[config.mk]
export PLATFORM = sky130hd
export DESIGN_NAME = can_arb_unit
export DESIGN_NICKNAME = d
export VERILOG_FILES = /design/src/rtl/can_arb_pkg.sv /design/src/rtl/can_idle_det.sv /design/src/rtl/can_arb_seq.sv /design/src/rtl/can_arb_fsm.sv /design/src/rtl/can_arb_unit.sv
export SDC_FILE = /design/constraint.sdc
export NUM_CORES = 1
export LEC_CHECK = 0
export ABC_AREA = 1
export BUFFER_PORTS_ARGS = -buffer_cell sky130_fd_sc_hd__clkbuf_2
export CAP_MARGIN = 20
export CORE_MARGIN = 5
export CORE_UTILIZATION = 59
export DETAILED_ROUTE_END_ITERATION = 6
export MAX_ROUTING_LAYER = met4
export PLACE_DENSITY = 0.9
export SETUP_SLACK_MARGIN = 0.15
export SLEW_MARGIN = 25
export SYNTH_ARGS = -nofsm -noshare
export SYNTH_HDL_FRONTEND = slang
export SYNTH_SLANG_ARGS = --single-unit
[constraint.sdc]
create_clock -name clk -period 4.2 [get_ports clk]
set_input_delay 1.26 -clock clk [delete_from_list [all_inputs] [get_ports clk]]
set_output_delay 1.26 -clock clk [all_outputs]
set_load 0.05 [all_outputs]
[src/rtl/can_arb_pkg.sv]
package can_arb_pkg;
    typedef enum logic [1:0] {
        ST_READY = 2'd0,
        ST_ARB   = 2'd1,
        ST_LOST  = 2'd2,
        ST_WON   = 2'd3
    } arb_state_t;
endpackage

[src/rtl/can_idle_det.sv]
module can_idle_det #(
    parameter int IDLE_BITS = 11
) (
    input  logic clk,
    input  logic rst_n,
    input  logic smp_pt,
    input  logic bus_rx,
    output logic bus_idle
);
    localparam int CNT_W = $clog2(IDLE_BITS + 1);
    localparam logic [CNT_W-1:0] RUN_MAX = CNT_W'(IDLE_BITS);

    logic [CNT_W-1:0] run_cnt;

    always_ff @(posedge clk or negedge rst_n) begin
        if (!rst_n) begin
            run_cnt <= '0;
        end else if (smp_pt) begin
            if (!bus_rx) begin
                run_cnt <= '0;
            end else if (run_cnt != RUN_MAX) begin
                run_cnt <= run_cnt + 1'b1;
            end
        end
    end

    assign bus_idle = (run_cnt == RUN_MAX);
endmodule

[src/rtl/can_arb_seq.sv]
module can_arb_seq #(
    parameter int ID_W  = 11,
    parameter int IDX_W = 4
) (
    input  logic             clk,
    input  logic             rst_n,
    input  logic             load,
    input  logic             adv,
    input  logic [ID_W-1:0]  frame_id,
    input  logic             rtr_flag,
    output logic             cur_bit,
    output logic [IDX_W-1:0] cur_idx,
    output logic             last_bit
);
    localparam int SH_W = ID_W + 1;
    localparam logic [IDX_W-1:0] RTR_POS = IDX_W'(ID_W);
    localparam logic [IDX_W-1:0] TOP_BIT = IDX_W'(ID_W - 1);

    logic [SH_W-1:0]  shreg;
    logic [IDX_W-1:0] pos;

    always_ff @(posedge clk or negedge rst_n) begin
        if (!rst_n) begin
            shreg <= '1;
            pos   <= '0;
        end else if (load) begin
            shreg <= {frame_id, rtr_flag};
            pos   <= '0;
        end else if (adv) begin
            shreg <= {shreg[SH_W-2:0], 1'b1};
            pos   <= pos + 1'b1;
        end
    end

    assign cur_bit  = shreg[SH_W-1];
    assign last_bit = (pos == RTR_POS);
    assign cur_idx  = (pos < RTR_POS) ? (TOP_BIT - pos) : RTR_POS;
endmodule

[src/rtl/can_arb_fsm.sv]
module can_arb_fsm
    import can_arb_pkg::*;
#(
    parameter int IDX_W = 4
) (
    input  logic             clk,
    input  logic             rst_n,
    input  logic             smp_pt,
    input  logic             start_req,
    input  logic             bus_idle,
    input  logic             bus_rx,
    input  logic             cur_bit,
    input  logic [IDX_W-1:0] cur_idx,
    input  logic             last_bit,
    output logic             load,
    output logic             adv,
    output logic             drive_en,
    output logic             lost,
    output logic             won,
    output logic [IDX_W-1:0] lost_idx
);
    arb_state_t state, nxt;
    logic       start_ok;
    logic       clash;

    assign start_ok = (state != ST_ARB) && start_req && bus_idle;
    assign clash    = (state == ST_ARB) && smp_pt && cur_bit && !bus_rx;

    always_ff @(posedge clk or negedge rst_n) begin
        if (!rst_n) begin
            state <= ST_READY;
        end else begin
            state <= nxt;
        end
    end

    always_comb begin
        nxt = state;
        unique case (state)
            ST_ARB: begin
                if (clash) begin
                    nxt = ST_LOST;
                end else if (smp_pt && last_bit) begin
                    nxt = ST_WON;
                end
            end
            ST_READY, ST_LOST, ST_WON: begin
                if (start_ok) begin
                    nxt = ST_ARB;
                end
            end
            default: nxt = ST_READY;
        endcase
    end

    always_ff @(posedge clk or negedge rst_n) begin
        if (!rst_n) begin
            lost_idx <= '0;
        end else if (start_ok) begin
            lost_idx <= '0;
        end else if (clash) begin
            lost_idx <= cur_idx;
        end
    end

    always_comb begin
        load     = start_ok;
        adv      = (state == ST_ARB) && smp_pt && !clash && !last_bit;
        drive_en = (state == ST_ARB);
        lost     = (state == ST_LOST);
        won      = (state == ST_WON);
    end
endmodule

[src/rtl/can_arb_unit.sv]
module can_arb_unit #(
    parameter int ID_W      = 11,
    parameter int IDLE_BITS = 11,
    localparam int IDX_W    = $clog2(ID_W + 1)
) (
    input  logic             clk,
    input  logic             rst_n,
    input  logic             smp_pt,
    input  logic             start_req,
    input  logic [ID_W-1:0]  frame_id,
    input  logic             rtr_flag,
    input  logic             bus_rx,
    output logic             bus_tx,
    output logic             bus_idle,
    output logic             lost,
    output logic             won,
    output logic [IDX_W-1:0] lost_idx
);
    logic             load, adv, drive_en;
    logic             cur_bit, last_bit;
    logic [IDX_W-1:0] cur_idx;
    logic             arb_active;

    can_idle_det #(.IDLE_BITS(IDLE_BITS)) u_idle (
        .clk      (clk),
        .rst_n    (rst_n),
        .smp_pt   (smp_pt),
        .bus_rx   (bus_rx),
        .bus_idle (bus_idle)
    );

    can_arb_seq #(.ID_W(ID_W), .IDX_W(IDX_W)) u_seq (
        .clk      (clk),
        .rst_n    (rst_n),
        .load     (load),
        .adv      (adv),
        .frame_id (frame_id),
        .rtr_flag (rtr_flag),
        .cur_bit  (cur_bit),
        .cur_idx  (cur_idx),
        .last_bit (last_bit)
    );

    can_arb_fsm #(.IDX_W(IDX_W)) u_fsm (
        .clk       (clk),
        .rst_n     (rst_n),
        .smp_pt    (smp_pt),
        .start_req (start_req),
        .bus_idle  (bus_idle),
        .bus_rx    (bus_rx),
        .cur_bit   (cur_bit),
        .cur_idx   (cur_idx),
        .last_bit  (last_bit),
        .load      (load),
        .adv       (adv),
        .drive_en  (drive_en),
        .lost      (lost),
        .won       (won),
        .lost_idx  (lost_idx)
    );

    assign arb_active = drive_en;
    assign bus_tx     = drive_en ? cur_bit : 1'b1;
endmodule

==> results of run 1 <==
area by class of cell:
class,count,area (µm²),area share
Multi-Input combinational cell,128,689,0.426
Sequential cell,26,666,0.411
Timing Repair Buffer,24,120,0.0742
Inverter,13,52.6,0.0325
Tap cell,30,37.5,0.0232
Clock inverter,1,30.0,0.0186
Clock buffer,3,22.5,0.0139
Yosys cell counts (all sizes together):
| master | n | share of area |
|---|---|---|
| nand3 | 49 | 0.19 |
| o21ai | 9 | 0.031 |
| ha | 2 | 0.017 |
| nand3b | 1 | 0.0051 |
| clkinv | 1 | 0.0034 |
| inv | 12 | 0.032 |
| mux2i | 1 | 0.0068 |
| xor2 | 2 | 0.012 |
| buf | 6 | 0.043 |
| nand2 | 50 | 0.15 |
| nor2 | 10 | 0.043 |
| dfrtp | 14 | 0.24 |
| dfstp | 12 | 0.21 |
| a21oi | 1 | 0.0034 |
| or2 | 1 | 0.0043 |
| nand4 | 2 | 0.0085 |
cells by family (layout without fill, tap and decap cells):
kind of cell | after synthesis | count (layout) | share of synthesized area
flops | 26 | 26 | 0.452
fa+ha+maj | 2 | 2 | 0.0170
xor+xnor | 2 | 2 | 0.0119
buf+inv | 19 | 41 | 0.0791
simple gates | 113 | 113 | 0.399
mux | 1 | 1 | 0.00680
compound gates | 10 | 10 | 0.0340
critical path, stage by stage, from the launching register on:
cell and delay [ps]:
dfrtp_1 420, ha_1 240, nand2_1 110, nor2_4 270, clkbuf_2 340
state kept, by name (all words and copies together) (netlist names):
register,cells
u_seq.shreg,12
u_fsm.state,2
u_fsm.lost_idx,4
u_seq.pos,4
u_idle.run_cnt,4
per-layer routing:
metal  up-vias  track usage  part of all wire
li1        620            -                 -
met2        22        0.307              0.51
met5         -            -                 0
met1       585        0.230              0.45
met3         2       0.0281             0.029
met4         0       0.0633            0.0053
through the flow:
stage | setup WS [ps] | power [mW] | hold WS [ps] | area [µm²]
after floorplan | 1800 | 0.733 | 464 | 1470
after global placement | 1670 | 0.777 | 476 | 1570
after detailed placement | 1620 | 0.804 | 489 | 1570
after CTS | 1250 | 0.975 | 508 | 1620
after global routing | 1120 | 1.04 | 521 | 1620
final | 1250 | 0.967 | 505 | 1620
final timing paths:
kind / start / end / cells past startpoint
min in group asynchronous: rst_n / u_fsm.lost_idx[3]$_DFFE_PN0P_ / 1
hold reg to reg: u_seq.shreg[8]$_DFFE_PN1P_ / u_seq.shreg[9]$_DFFE_PN1P_ / 2
max in group asynchronous: rst_n / u_idle.run_cnt[0]$_DFFE_PN0P_ / 1
setup / recovery: u_idle.run_cnt[0]$_DFFE_PN0P_ / bus_idle / 4
setup reg to reg: u_idle.run_cnt[0]$_DFFE_PN0P_ / u_fsm.state[1]$_DFFE_PN0P_ / 8
hold / removal: u_seq.shreg[8]$_DFFE_PN1P_ / u_seq.shreg[9]$_DFFE_PN1P_ / 2
report_power, final:
part | internal (mW) | switching (mW) | total (mW) | leakage, nW
combinational | 0.120 | 0.260 | 0.380 | 0.515
sequential | 0.348 | 0.0695 | 0.418 | 0.307
clock | 0.0965 | 0.0731 | 0.170 | 0.0279
total | 0.564 | 0.403 | 0.967 | 0.850
==> summary.md, run 1 <==
| Metric | Value |
|---|---|
| Status | `complete, no violations` |
| Pre-Repair DR Iteration Count | `4` |
| Cells after DPL | `221` |
| Grt total ovfl | `0` |
| CP arrival | `1690 ps` |
| Maxcap violations | `0` |
| VDD IR max | `0.389 mV` |
| Initial antenna violation count | `0` |
| Syn Area/Cell | `8.51 µm²` |
| CTS Root Cell | `clkbuf_4` |
| Period utilisation layout | `0.703` |
| Layout Utilization | `0.665` |
| # hold bufs at CTS | `0` |
| Die W | `59.9 µm` |
| Mapped Nets | `192` |
| CTS tree | `yes` |
| Num rows | `18` |
| Chip height | `59.9 µm` |
| Global-route wire length before repair | `4970 µm` |
| Worst-margin pin slew | `652 ps` |
| Drt total wl | `2840 µm` |
| Vias/cell | `5.46` |
| CP Data Required Time | `2940 ps` |
| Dpl hpwl | `2150 µm` |
| Ys Warns | `0` |
| Vias | `1,229` |
| Number of fill cells | `201` |
| Layout area overhead | `9.95%` |
| Number of global-route vias before repair | `1,214` |
| Final Non-Filler Cells | `225` |
| IO Port Bufs | `24` |
| WL per Instance | `12.6 µm` |
| DR DRC count | `0` |
| Pleak | `0.850 nW` |
| Tightest Hold Check Type | `reg -> reg` |
| Synth cell types | `26` |
| Mapped Area | `0.00147 mm²` |
| Register area share after synthesis | `0.452` |
| Fin crit period | `2950 ps` |
| Crit Path Category | `reg -> out` |
| GRT Util Overall | `0.186` |
| Setup slack, reg-to-reg | `2480 ps` |
| Setup-failing EPs final | `0` |
| Slew Viols, Final | `0` |
| Most frequent cells in the layout | `42 x nand2_1, 42 x nand3_1, 24 x clkbuf_2, 14 x dfrtp_1, 12 x dfstp_2` |
| I/O pin cnt | `25` |
| Clk sinks | `26` |
| Clock skew | `13.3 ps` |
| Post-layout net count | `215` |
| Initial core utilization | `0.605` |
| N_diodes | `0` |
| Max frequency | `339 MHz` |
| CORE AREA | `0.00243 mm²` |
| RSZ-0062 raised after global routing | `false` |
| Clock Latency Late Sink | `320 ps` |
| Hold Fails Final Rpt | `0` |
| Share of cells above drive strength 1 | `0.328` |
| Number of DRC markers in iteration 0 | `47` |
| Power Density | `598 mW/mm²` |
| CP Launch Type | `flip-flop` |
| CTS max path bufs | `2` |
| Register bit total from synthesis | `26` |
| Post-cts sizing count | `0` |
| TritonCTS buffer count | `3` |
| Crit-path max FO | `13` |
| Mapped Cells | `173` |
| Relative slew margins | `0.565` |
| Setup Total Neg Slack | `0 ps` |
| Number of H-tree levels | `1` |
| Largest net degree at the start of global routing | `27` |
| GP Congestion | `0.829` |
| Setup bufs post-CTS | `0` |
| Clk pin slew, worst setup/hold paths | `150 ps` |
| Antenna viol nets, final | `0` |
| Die area | `0.00359 mm²` |
| Setup crit end kind | `primary output` |
Note: power is estimated with default switching activity, not from simulation.
==> run 2, diff against run 1 <==
CORE_UTILIZATION = 50   (was 59)
PLACE_DENSITY = 0.82   (was 0.9)
clock period = 2.6 ns   (was 4.2 ns; I/O delays follow)
==> summary.md, run 2 (synthesis gave the netlist of run 1 again) <==
| Metric | Value |
|---|---|
| Pleak | `0.849 nW (-0.17%)` |
| Number of DRC markers in iteration 0 | `42 (-11%)` |
| Number of fill cells | `269 (+34%)` |
| Worst r2r path cells | `7 (-1)` |
| CORE AREA | `0.00278 mm² (+14%)` |
| Grt total ovfl | `0 (unchanged)` |
| Pre-Repair DR Iteration Count | `4 (unchanged)` |
| Dpl hpwl | `2070 µm (-3.8%)` |
| Switch share | `0.428 (+0.0118)` |
| WL per Instance | `12.3 µm (-2.1%)` |
| Fin area | `0.00161 mm² (-0.46%)` |
| CP Data Required Time | `1820 ps (-1120 ps)` |
| Initial antenna violation count | `0 (unchanged)` |
| Number of global-route vias before repair | `1,133 (-6.7%)` |
| CTS max path bufs | `2 (unchanged)` |
| GR Util met2 | `0.240 (-0.0670)` |
| Relative slew margins | `0.576 (+0.0105)` |
| CP startpoint | `u_idle.run_cnt[0]$_DFFE_PN0P_` |
| Clock skew | `3.05 ps (-10.3 ps)` |
| Post-layout net count | `216 (+0.47%)` |
| Setup crit end kind | `primary output` |
| Most frequent cells in the layout | `42 x nand2_1, 42 x nand3_1, 24 x clkbuf_2, 14 x dfrtp_1, 12 x dfstp_2` |
| TritonCTS buffer count | `3 (unchanged)` |
| # hold bufs at CTS | `0 (unchanged)` |
| IO Port Bufs | `24 (unchanged)` |
| Worst-margin pin slew | `637 ps (-15.7 ps)` |
| CP arrival | `1460 ps (-230 ps)` |
| Max frequency | `446 MHz` |
| Psw | `0.630 mW (+56%)` |
| Number of H-tree levels | `1 (unchanged)` |
| Clk sinks | `26 (unchanged)` |
| Die W | `64.2 µm (+7.2%)` |
| CTS tree | `yes` |
| Status | `complete, no violations` |
| Setup bufs post-CTS | `0 (unchanged)` |
| Met3 Track Usage GR | `0.0263 (-0.00181)` |
| WHS | `461 ps (-44.1 ps)` |
| GRT Util Overall | `0.146 (-0.0391)` |
| Share of cells above drive strength 1 | `0.332 (+0.00343)` |
| Clk pin slew, worst setup/hold paths | `140 ps (about the same)` |
| Crit-path max FO | `5 (-8)` |
| Clock Latency Late Sink | `310 ps (about the same)` |
| Seq pwr share | `0.456 (+0.024)` |
| Layout area overhead | `9.44%` |
| Area occupied by multi-input gates | `689 µm² (unchanged)` |
| GP Congestion | `0.833 (+0.48%)` |
| Global-route wire length before repair | `4840 µm (-2.6%)` |
| Share of total power in the clock network | `0.137 (-0.038)` |
| CP Launch Type | `flip-flop` |
| Drt total wl | `2800 µm (-1.2%)` |
| GR Util met1 | `0.192 (-0.0379)` |
| Reg-to-Reg End | `u_seq.pos[2]$_DFFE_PN0P_` |
| Crit Path Category | `reg -> out` |
| Storage element area | `666 µm² (unchanged)` |
| Comb pwr share | `0.407 (+0.014)` |
| Setup slack, reg-to-reg | `930 ps (-1550 ps)` |
| Setup-failing EPs final | `0 (unchanged)` |
| Die area | `0.00413 mm² (+15%)` |
| I/O pin cnt | `25 (unchanged)` |
| VDD IR max | `0.543 mV (+40%)` |
| N_diodes | `0 (unchanged)` |
| P_int | `0.840 mW (+49%)` |
| Largest net degree at the start of global routing | `27 (unchanged)` |
| Hold Fails Final Rpt | `0 (unchanged)` |
| GR peak layer | `met2` |
| Reg2reg start | `u_idle.run_cnt[0]$_DFFE_PN0P_` |
| Vias | `1,201 (-2.3%)` |
| RSZ-0062 raised after global routing | `false` |
| Initial core utilization | `0.529 (-0.0759)` |
| Max reg flops | `12 (unchanged)` |
| Period utilisation layout | `0.863` |
| Chip height | `64.2 µm (+7.2%)` |
| Vias/cell | `5.29 (-3.1%)` |
| Antenna viol nets, final | `0 (unchanged)` |
| Tightest Hold Check Type | `in -> async` |
| Fin crit period | `2240 ps` |
| Post-cts sizing count | `0 (unchanged)` |
| Critical Path Sink | `bus_idle` |
| Power Density | `913 mW/mm² (+53%)` |
| CTS Root Cell | `clkbuf_4` |
| Setup Total Neg Slack | `0 ps (unchanged)` |
| Post-Place Cell Area | `0.00157 mm² (+0.56%)` |
| Num rows | `19 (+1)` |
| DR DRC count | `0 (unchanged)` |
| Top reg by flops | `u_seq.shreg` |
| Slew Viols, Final | `0 (unchanged)` |
| Maxcap violations | `0 (unchanged)` |
[run 2: worst max-delay path, cell delays in order, from the launching register on]
cell	delay, ps
dfrtp_1	430
ha_1	230
nand2_1	110
nor2_4	110
clkbuf_2	280
[run 2: how the worst min path moves through the flow]
stage	to	slack [ps]
after CTS	u_fsm.lost_idx[0]$_DFFE_PN0P_	480
after floorplan	u_seq.shreg[10]$_DFFE_PN1P_	460
after detailed placement	u_seq.shreg[10]$_DFFE_PN1P_	480
after global routing	u_fsm.state[1]$_DFFE_PN0P_	500
final	u_fsm.lost_idx[1]$_DFFE_PN0P_	460
after global placement	u_seq.shreg[10]$_DFFE_PN1P_	480
[run 2: area by class of cell]
class,instances,area share
flip-flops and latches,26,0.413
inverters,13,0.0326
repair buffers,25,0.0793
clock buffers,4,0.0225
multi-input cells,128,0.428
well taps,31,0.0241
[run 2: per-stage QoR]
| stage | power, mW | util | instances | setup slack [ps] |
|---|---|---|---|---|
| final | 1.47 | 0.579 | 227 | 356 |
| after global routing | 1.59 | 0.579 | 227 | 253 |
| after CTS | 1.48 | 0.579 | 227 | 341 |
| after detailed placement | 1.28 | 0.566 | 223 | 706 |
| after global placement | 1.27 | 0.566 | 223 | 752 |
| after floorplan | 1.18 | - | 173 | 680 |
[run 2: routing by layer]
metal / up-vias / routed length [µm] / part of all wire
li1: 617 / - / -
met1: 550 / 1260 / 0.45
met2: 32 / 1380 / 0.49
met3: 2 / 134 / 0.048
met4: 0 / 19 / 0.0068
met5: - / 0 / 0
[run 2: power groups by stage]
| stage | combinational [mW] | clock [mW] | sequential, mW |
|---|---|---|---|
| 6_report | 0.599 | 0.201 | 0.670 |
| 5_1_grt | 0.677 | 0.224 | 0.693 |
| 4_1_cts | 0.606 | 0.207 | 0.670 |
| 3_5_place_dp | 0.604 | 0 | 0.678 |
| 3_3_place_gp | 0.595 | 0 | 0.671 |
| 2_1_floorplan | 0.508 | 0 | 0.677 |
